<file path="src/rtl/exc_entry_pkg.sv">
package exc_entry_pkg;
  localparam int unsigned KIND_W = 5;
  localparam int unsigned DBG_W  = 6;

  typedef enum logic [1:0] {CLS_NONE, CLS_GEN, CLS_ERR, CLS_DBG} exc_cls_e;

  localparam logic [KIND_W-1:0] K_INT   = 5'd0;
  localparam logic [KIND_W-1:0] K_TLBL  = 5'd2;
  localparam logic [KIND_W-1:0] K_TLBS  = 5'd3;
  localparam logic [KIND_W-1:0] K_CPU   = 5'd11;
  localparam logic [KIND_W-1:0] K_NMI   = 5'd16;
  localparam logic [KIND_W-1:0] K_SRST  = 5'd17;
  localparam logic [KIND_W-1:0] K_DSS   = 5'd19;
  localparam logic [KIND_W-1:0] K_DINT  = 5'd20;
  localparam logic [KIND_W-1:0] K_DIB   = 5'd21;
  localparam logic [KIND_W-1:0] K_DBP   = 5'd26;
  localparam logic [KIND_W-1:0] K_DDBS  = 5'd27;
  localparam logic [KIND_W-1:0] K_DDBL  = 5'd28;
  localparam logic [KIND_W-1:0] K_CACHE = 5'd30;

  localparam int unsigned ST_EXL = 1;
  localparam int unsigned ST_ERL = 2;
  localparam int unsigned ST_NMI = 19;
  localparam int unsigned ST_SR  = 20;
  localparam int unsigned ST_BEV = 22;
  localparam int unsigned CA_EC  = 2;
  localparam int unsigned CA_IV  = 23;
  localparam int unsigned CA_CE  = 28;
  localparam int unsigned CA_BD  = 31;

  localparam int unsigned DB_DSS  = 0;
  localparam int unsigned DB_DBP  = 1;
  localparam int unsigned DB_DDBL = 2;
  localparam int unsigned DB_DDBS = 3;
  localparam int unsigned DB_DIB  = 4;
  localparam int unsigned DB_DINT = 5;
endpackage

</file>
<file path="src/rtl/exc_decode.sv">
module exc_decode
  import exc_entry_pkg::*;
(
  input  logic [KIND_W-1:0] kind_i,
  input  logic              dbg_mode_i,
  output exc_cls_e          cls_o,
  output logic [DBG_W-1:0]  dbg_set_o,
  output logic              is_nmi_o,
  output logic              is_dss_o
);
  always_comb begin
    cls_o     = CLS_NONE;
    dbg_set_o = '0;
    is_nmi_o  = 1'b0;
    is_dss_o  = 1'b0;
    case (kind_i)
      5'd0: begin
        if (dbg_mode_i) begin
          cls_o = CLS_DBG;
          dbg_set_o[DB_DINT] = 1'b1;
        end else begin
          cls_o = CLS_GEN;
        end
      end
      5'd1, 5'd2, 5'd3, 5'd4, 5'd5, 5'd6, 5'd7, 5'd8, 5'd9, 5'd10,
      5'd11, 5'd12, 5'd13, 5'd15, 5'd18, 5'd22, 5'd23, 5'd24, 5'd25,
      5'd30: cls_o = CLS_GEN;
      K_NMI:  begin cls_o = CLS_ERR; is_nmi_o = 1'b1; end
      K_SRST: cls_o = CLS_ERR;
      K_DSS:  begin cls_o = CLS_DBG; dbg_set_o[DB_DSS] = 1'b1; is_dss_o = 1'b1; end
      K_DINT: begin cls_o = CLS_DBG; dbg_set_o[DB_DINT] = 1'b1; end
      K_DIB:  begin cls_o = CLS_DBG; dbg_set_o[DB_DIB] = 1'b1; end
      K_DBP:  begin cls_o = CLS_DBG; dbg_set_o[DB_DBP] = 1'b1; end
      K_DDBS: begin cls_o = CLS_DBG; dbg_set_o[DB_DDBS] = 1'b1; end
      K_DDBL: begin cls_o = CLS_DBG; dbg_set_o[DB_DDBL] = 1'b1; end
      default: cls_o = CLS_NONE;
    endcase
  end
endmodule

</file>
<file path="src/rtl/exc_vector.sv">
module exc_vector
  import exc_entry_pkg::*;
#(
  parameter int unsigned     XLEN          = 32,
  parameter logic [XLEN-1:0] BOOT_GEN_VEC  = 32'hBFC0_0200,
  parameter logic [XLEN-1:0] ERR_VEC       = 32'hBFC0_0000,
  parameter logic [XLEN-1:0] DBG_VEC       = 32'hBFC0_0480,
  parameter logic [XLEN-1:0] OFS_GEN       = 32'h0000_0180,
  parameter logic [XLEN-1:0] OFS_IRQ       = 32'h0000_0200,
  parameter logic [XLEN-1:0] OFS_REFILL    = 32'h0000_0000,
  parameter logic [XLEN-1:0] OFS_CERR_BOOT = 32'h0000_0100,
  parameter logic [XLEN-1:0] OFS_CERR_RUN  = 32'h2000_0100
) (
  input  exc_cls_e          cls_i,
  input  logic [KIND_W-1:0] kind_i,
  input  logic              bev_i,
  input  logic              exl_i,
  input  logic              iv_i,
  input  logic              refill_i,
  input  logic [XLEN-11:0]  ebase_i,
  output logic [XLEN-1:0]   npc_o
);
  logic [XLEN-1:0] base, ofs;

  always_comb begin
    base = bev_i ? BOOT_GEN_VEC : {ebase_i, 10'b0};
    ofs  = OFS_GEN;
    if (kind_i == K_INT && iv_i)
      ofs = OFS_IRQ;
    else if ((kind_i == K_TLBL || kind_i == K_TLBS) && refill_i && !exl_i)
      ofs = OFS_REFILL;
    else if (kind_i == K_CACHE)
      ofs = bev_i ? OFS_CERR_BOOT : OFS_CERR_RUN;
  end

  always_comb begin
    case (cls_i)
      CLS_GEN: npc_o = base + ofs;
      CLS_ERR: npc_o = ERR_VEC;
      CLS_DBG: npc_o = DBG_VEC;
      default: npc_o = '0;
    endcase
  end
endmodule

</file>
<file path="src/rtl/exc_state.sv">
module exc_state
  import exc_entry_pkg::*;
#(
  parameter int unsigned XLEN  = 32,
  parameter int unsigned ISTEP = 4
) (
  input  exc_cls_e          cls_i,
  input  logic [KIND_W-1:0] kind_i,
  input  logic              is_nmi_i,
  input  logic              is_dss_i,
  input  logic [XLEN-1:0]   pc_i,
  input  logic              dslot_i,
  input  logic [1:0]        ce_i,
  input  logic [XLEN-1:0]   status_i,
  input  logic [XLEN-1:0]   cause_i,
  output logic [XLEN-1:0]   save_pc_o,
  output logic              epc_we_o,
  output logic              errorepc_we_o,
  output logic              depc_we_o,
  output logic [XLEN-1:0]   status_o,
  output logic [XLEN-1:0]   cause_o
);
  logic exl;
  assign exl = status_i[ST_EXL];

  // single step always resumes at the stepped instruction
  assign save_pc_o = (dslot_i && !is_dss_i) ? pc_i - XLEN'(ISTEP) : pc_i;

  always_comb begin
    epc_we_o      = 1'b0;
    errorepc_we_o = 1'b0;
    depc_we_o     = 1'b0;
    status_o      = status_i;
    cause_o       = cause_i;
    case (cls_i)
      CLS_GEN: begin
        status_o[ST_EXL] = 1'b1;
        cause_o[CA_EC +: KIND_W] = kind_i;
        if (kind_i == K_CPU) cause_o[CA_CE +: 2] = ce_i;
        if (!exl) begin
          epc_we_o       = 1'b1;
          cause_o[CA_BD] = dslot_i;
        end
      end
      CLS_ERR: begin
        errorepc_we_o    = 1'b1;
        status_o[ST_ERL] = 1'b1;
        status_o[ST_BEV] = 1'b1;
        if (is_nmi_i) status_o[ST_NMI] = 1'b1;
        else          status_o[ST_SR]  = 1'b1;
        if (!exl) cause_o[CA_BD] = 1'b0;
      end
      CLS_DBG: begin
        depc_we_o = 1'b1;
        if (!exl) cause_o[CA_BD] = 1'b0;
      end
      default: ;
    endcase
  end
endmodule

</file>
<file path="src/rtl/exc_entry_seq.sv">
module exc_entry_seq
  import exc_entry_pkg::*;
#(
  parameter int unsigned     XLEN         = 32,
  parameter logic [XLEN-1:0] BOOT_GEN_VEC = 32'hBFC0_0200,
  parameter logic [XLEN-1:0] ERR_VEC      = 32'hBFC0_0000,
  parameter logic [XLEN-1:0] DBG_VEC      = 32'hBFC0_0480
) (
  input  logic              clk_i,
  input  logic              rst_ni,
  input  logic              req_i,
  input  logic [KIND_W-1:0] kind_i,
  input  logic [XLEN-1:0]   pc_i,
  input  logic              dslot_i,
  input  logic              refill_i,
  input  logic [1:0]        ce_i,
  input  logic              dbg_mode_i,
  input  logic [XLEN-1:0]   status_i,
  input  logic [XLEN-1:0]   cause_i,
  input  logic [XLEN-11:0]  ebase_i,
  output logic              redirect_o,
  output logic [XLEN-1:0]   npc_o,
  output logic [XLEN-1:0]   save_pc_o,
  output logic              epc_we_o,
  output logic              errorepc_we_o,
  output logic              depc_we_o,
  output logic [XLEN-1:0]   status_o,
  output logic [XLEN-1:0]   cause_o,
  output logic [DBG_W-1:0]  dbg_set_o
);
  exc_cls_e         cls;
  logic [DBG_W-1:0] dbg_set_d;
  logic             is_nmi, is_dss;
  logic [XLEN-1:0]  npc_d, save_d, status_d, cause_d;
  logic             epc_we_d, errorepc_we_d, depc_we_d;
  logic             take;

  exc_decode i_decode (
    .kind_i    (kind_i),
    .dbg_mode_i(dbg_mode_i),
    .cls_o     (cls),
    .dbg_set_o (dbg_set_d),
    .is_nmi_o  (is_nmi),
    .is_dss_o  (is_dss)
  );

  exc_vector #(
    .XLEN        (XLEN),
    .BOOT_GEN_VEC(BOOT_GEN_VEC),
    .ERR_VEC     (ERR_VEC),
    .DBG_VEC     (DBG_VEC)
  ) i_vector (
    .cls_i   (cls),
    .kind_i  (kind_i),
    .bev_i   (status_i[ST_BEV]),
    .exl_i   (status_i[ST_EXL]),
    .iv_i    (cause_i[CA_IV]),
    .refill_i(refill_i),
    .ebase_i (ebase_i),
    .npc_o   (npc_d)
  );

  exc_state #(.XLEN(XLEN)) i_state (
    .cls_i        (cls),
    .kind_i       (kind_i),
    .is_nmi_i     (is_nmi),
    .is_dss_i     (is_dss),
    .pc_i         (pc_i),
    .dslot_i      (dslot_i),
    .ce_i         (ce_i),
    .status_i     (status_i),
    .cause_i      (cause_i),
    .save_pc_o    (save_d),
    .epc_we_o     (epc_we_d),
    .errorepc_we_o(errorepc_we_d),
    .depc_we_o    (depc_we_d),
    .status_o     (status_d),
    .cause_o      (cause_d)
  );

  assign take = req_i && (cls != CLS_NONE);

  always_ff @(posedge clk_i or negedge rst_ni) begin
    if (!rst_ni) begin
      redirect_o    <= 1'b0;
      epc_we_o      <= 1'b0;
      errorepc_we_o <= 1'b0;
      depc_we_o     <= 1'b0;
      dbg_set_o     <= '0;
      npc_o         <= '0;
      save_pc_o     <= '0;
      status_o      <= '0;
      cause_o       <= '0;
    end else begin
      redirect_o    <= take;
      epc_we_o      <= take && epc_we_d;
      errorepc_we_o <= take && errorepc_we_d;
      depc_we_o     <= take && depc_we_d;
      dbg_set_o     <= take ? dbg_set_d : '0;
      if (take) begin
        npc_o     <= npc_d;
        save_pc_o <= save_d;
        status_o  <= status_d;
        cause_o   <= cause_d;
      end
    end
  end
endmodule

</file>
<file path="config.mk">
export PLATFORM = sky130hd
export DESIGN_NAME = exc_entry_seq
export DESIGN_NICKNAME = d
export VERILOG_FILES = /design/src/rtl/exc_entry_pkg.sv /design/src/rtl/exc_decode.sv /design/src/rtl/exc_vector.sv /design/src/rtl/exc_state.sv /design/src/rtl/exc_entry_seq.sv
export SDC_FILE = /design/constraint.sdc
export NUM_CORES = 1
export LEC_CHECK = 0
export BUFFER_PORTS_ARGS = -buffer_cell sky130_fd_sc_hd__buf_2
export CAP_MARGIN = 20
export CELL_PAD_IN_SITES_DETAIL_PLACEMENT = 1
export CELL_PAD_IN_SITES_GLOBAL_PLACEMENT = 2
export CORE_ASPECT_RATIO = 1.2
export CORE_MARGIN = 3
export CORE_UTILIZATION = 32
export DETAILED_ROUTE_END_ITERATION = 8
export GPL_TIMING_DRIVEN = 0
export HOLD_SLACK_MARGIN = 0.06
export PLACE_DENSITY = 0.9
export SLEW_MARGIN = 20
export SYNTH_ARGS = -nofsm -noshare
export SYNTH_HDL_FRONTEND = slang
export SYNTH_HIERARCHICAL = 1
export SYNTH_SLANG_ARGS = --single-unit
</file>
<file path="constraint.sdc">
create_clock -name clk_i -period 0.9 [get_ports clk_i]
set_input_delay 0.045 -clock clk_i [delete_from_list [all_inputs] [get_ports clk_i]]
set_output_delay 0.045 -clock clk_i [all_outputs]
set_load 0.005 [all_outputs]
</file>
==> out/metrics.cfg <==
[status]
status = complete, but fails checks
violations = hold timing, setup timing

[clock_tree]
clock_latency_ps = 410
hold_buffers = 90
cts_buffer_depth = 2
cts_sinks = 138
cts_made_buffers = 17
cts-root-buf = clkbuf_16
cts_max_level = 4
cts_tree = yes
path_clk_slew_ps = 70

[logic_synthesis]
synth_largest_area_cell = dfrtp_1
yosysMostFrequentCell = dfrtp_1
synth_top_family_by_area = multiplexers
synth_common_cells = dfrtp_1 (138), mux2_4 (101), buf_4 (61), mux2_2 (30), nand2_1 (26)
synth-simple-area-share_pct = 14.0
async_reset_ff_share_pct = 100
synth-xor-area-share_pct = 3.26
synthesis.area_mm2 = 0.00778
avgSynthCellArea_um2 = 12.4
seq_area_frac_synth_pct = 44.4
ys_warn_count = 6
synth-seq-cells = 138
synth_area_leaders = dfrtp_1 (44%), mux2_4 (19%), buf_4 (5.9%)
synth-edff-count = 0
yosysUniqueCellTypes = 68
netlist.area_leader.share_pct = 44.4
synth-adder-area-share_pct = 0.482
ys.flop_type = dfrtp_1
synth-compound-area-share_pct = 4.53
synth_mux_area_share_pct = 23.8
synthesis.instances = 626

[floorplanning]
start_util_pct = 33.0
rows = 61
dieArea_mm2 = 0.0262
die_h_um = 177
ioPinCount = 269
core_area_mm2 = 0.0236
fp.dieW_um = 148

[worst_setup_path]
worst_path_most_repeated_cell = nor4_4
startpoint = cause_i[23]
crit_fanout = 3
reg2regPathDepth = 2
cp.arrival_ps = 2350
max_stage_delay_ps = 400
cp-end-kind = flop
cp.buffers_inverters = 2
path_class = input pin to flop
r2r_slack_ps = -100
crit_required_ps = 1200
r2r-start = cause_o[30]
cp.depth = 10
cp_slowest_cell = or3b_4
crit_end = npc_o[29]
crit_chain = buf_2, or3b_4, nor4_4, ha_2, nand4_1, nor4_4, buf_6, a21oi_2, or3_4, mux2_4
start_kind = input pin
critical_path.top_delay_family = simple AND/OR/NAND/NOR gates
regToRegEndpoint = cause_o[30]

[timing]
fin_ws_ps = -1150
clock_skew_ps = 0
slew_headroom_pct = 57.2
min_period_ps = 2050
max_freq_ghz = 0.488
period_share_pct = 228
slew_violations = 0
hold_violations = 71
finalSetupViolations = 276
tightest_slew_ps = 642
fin_hold_ws_ps = -404
rsz0062_at_grt = true
tns_ps = -140300

[global_routing]
grt_pass1_wl_mm = 41.4
grt_pass1_vias = 7193
globalRouteTotalUtil_pct = 20.2
grt_overflow_total = 0
antenna_found_initial = 2
grt_max_degree = 73

[drt]
wl_met2_mm = 16.8
wl_met3_mm = 1.45
finalWirelength_mm = 30.6
vias = 6939
top_layer = met5
wl_met1_mm = 11.5
wl_per_cell_um = 21.2
drtPass1Iterations = 4
ant_nets = 0
drt-vias-per-instance = 4.80
drt_first_iter_violations = 224
drc = 0

[cells_and_area]
syn2layout_area_growth_pct = 69.1
num-fill-cells = 2424
fin_util_pct = 55.8
design_area_mm2 = 0.0132
final_cells = 1447
nets = 1252
drive_gt1_share_pct = 62.5

[power_and_ir_drop]
vdd.ir_drop.worst_uv = 1090
power_mw = 20.7
p_per_area_mw_per_mm2 = 1570
p_leak_nw = 6.46

[placement]
dp_hpwl_mm = 17.4
io_buffers = 216
dp.cells = 1164
placed_area_mm2 = 0.00962
gp_congestion = 0.784
dp_slack_ps = -1790

[job]
max_cap_viol_count = 0

[worst_hold_path]
hold_path_class = input pin to asynchronous set/reset pin

[cell type report]
class,count,area [µm²],area share [%]
Antenna cell,1,2.50,0.0190
Buffer,83,820,6.23
Clock buffer,17,425,3.23
Clock inverter,15,160,1.22
Inverter,11,50.0,0.380
Multi-Input combinational cell,396,4150,31.5
Sequential cell,138,3450,26.2
Tap cell,315,394,2.99
Timing Repair Buffer,471,3710,28.2
[cells in the final DEF, fill, tap and decap left out, drive strengths merged, types with 3 or more instances in the layout]
cell type and n:
nor2 25, a2111oi 3, inv 17, o21ai 12, a31o 3, mux2 131, or2 7, nor4 19
conb 7, and2 13, nand4 11, dfrtp 138, a21oi 9, nand3b 3, xor2 18, clkinv 4
nand2b 10, nor3 11, dlygate4sd3 90, buf 451, or3 11, nand3 7, nor2b 5, ha 3
xnor2 11, clkbuf 30, and3 3, or4 7, nand4b 4, nand2 26, clkinvlp 4
[metal layers]
layer / vias up / global-route usage (%)
li1: 3156 / -
met1: 3519 / 23.2
met2: 208 / 36.5
met3: 52 / 5.20
met4: 4 / 6.51
met5: - / 0
[logic make-up after synthesis]
| kind of cell | Yosys count |
|---|---|
| and+or+nand+nor | 175 |
| DFF | 138 |
| muxes | 131 |
| buffers and inverters | 99 |
| AOI/OAI and AO/OA | 50 |
| xor gates and xnor gates | 29 |
| adders and majority gates | 3 |
| other | 1 |
[flip-flops by register name (all words and copies together) (netlist names)]
signal	cells
depc_we_o	1
status_o	32
epc_we_o	1
dbg_set_o	6
redirect_o	1
npc_o	32
errorepc_we_o	1
cause_o	32
save_pc_o	32
[worst min path at each step]
stage	end	from	slack [ps]	depth (start not counted)
floorplan	cause_o[0]	rst_ni	-250	0
global placement	cause_o[25]	cause_i[25]	280	2
detailed placement	save_pc_o[25]	rst_ni	60	1
CTS	save_pc_o[25]	rst_ni	-410	1
global route	save_pc_o[22]	rst_ni	-380	1
finish	save_pc_o[29]	rst_ni	-400	1
[where the power goes]
part	internal (mW)	leakage, nW	switching (mW)
combinational	3.77	4.54	2.35
sequential	7.00	1.64	0.491
clock	3.92	0.279	3.19
total	14.7	6.46	6.03
[timing repair]
action / CTS / global route
pin swaps: 13 / 35
setup endpoints to repair: 276 / 276
gates cloned: 5 / 9
endpoints found under the hold margin: 157 / 73
buffers inserted: 35 / 117
gates resized for setup: 63 / 71
Power figures use the tool's default switching activity.
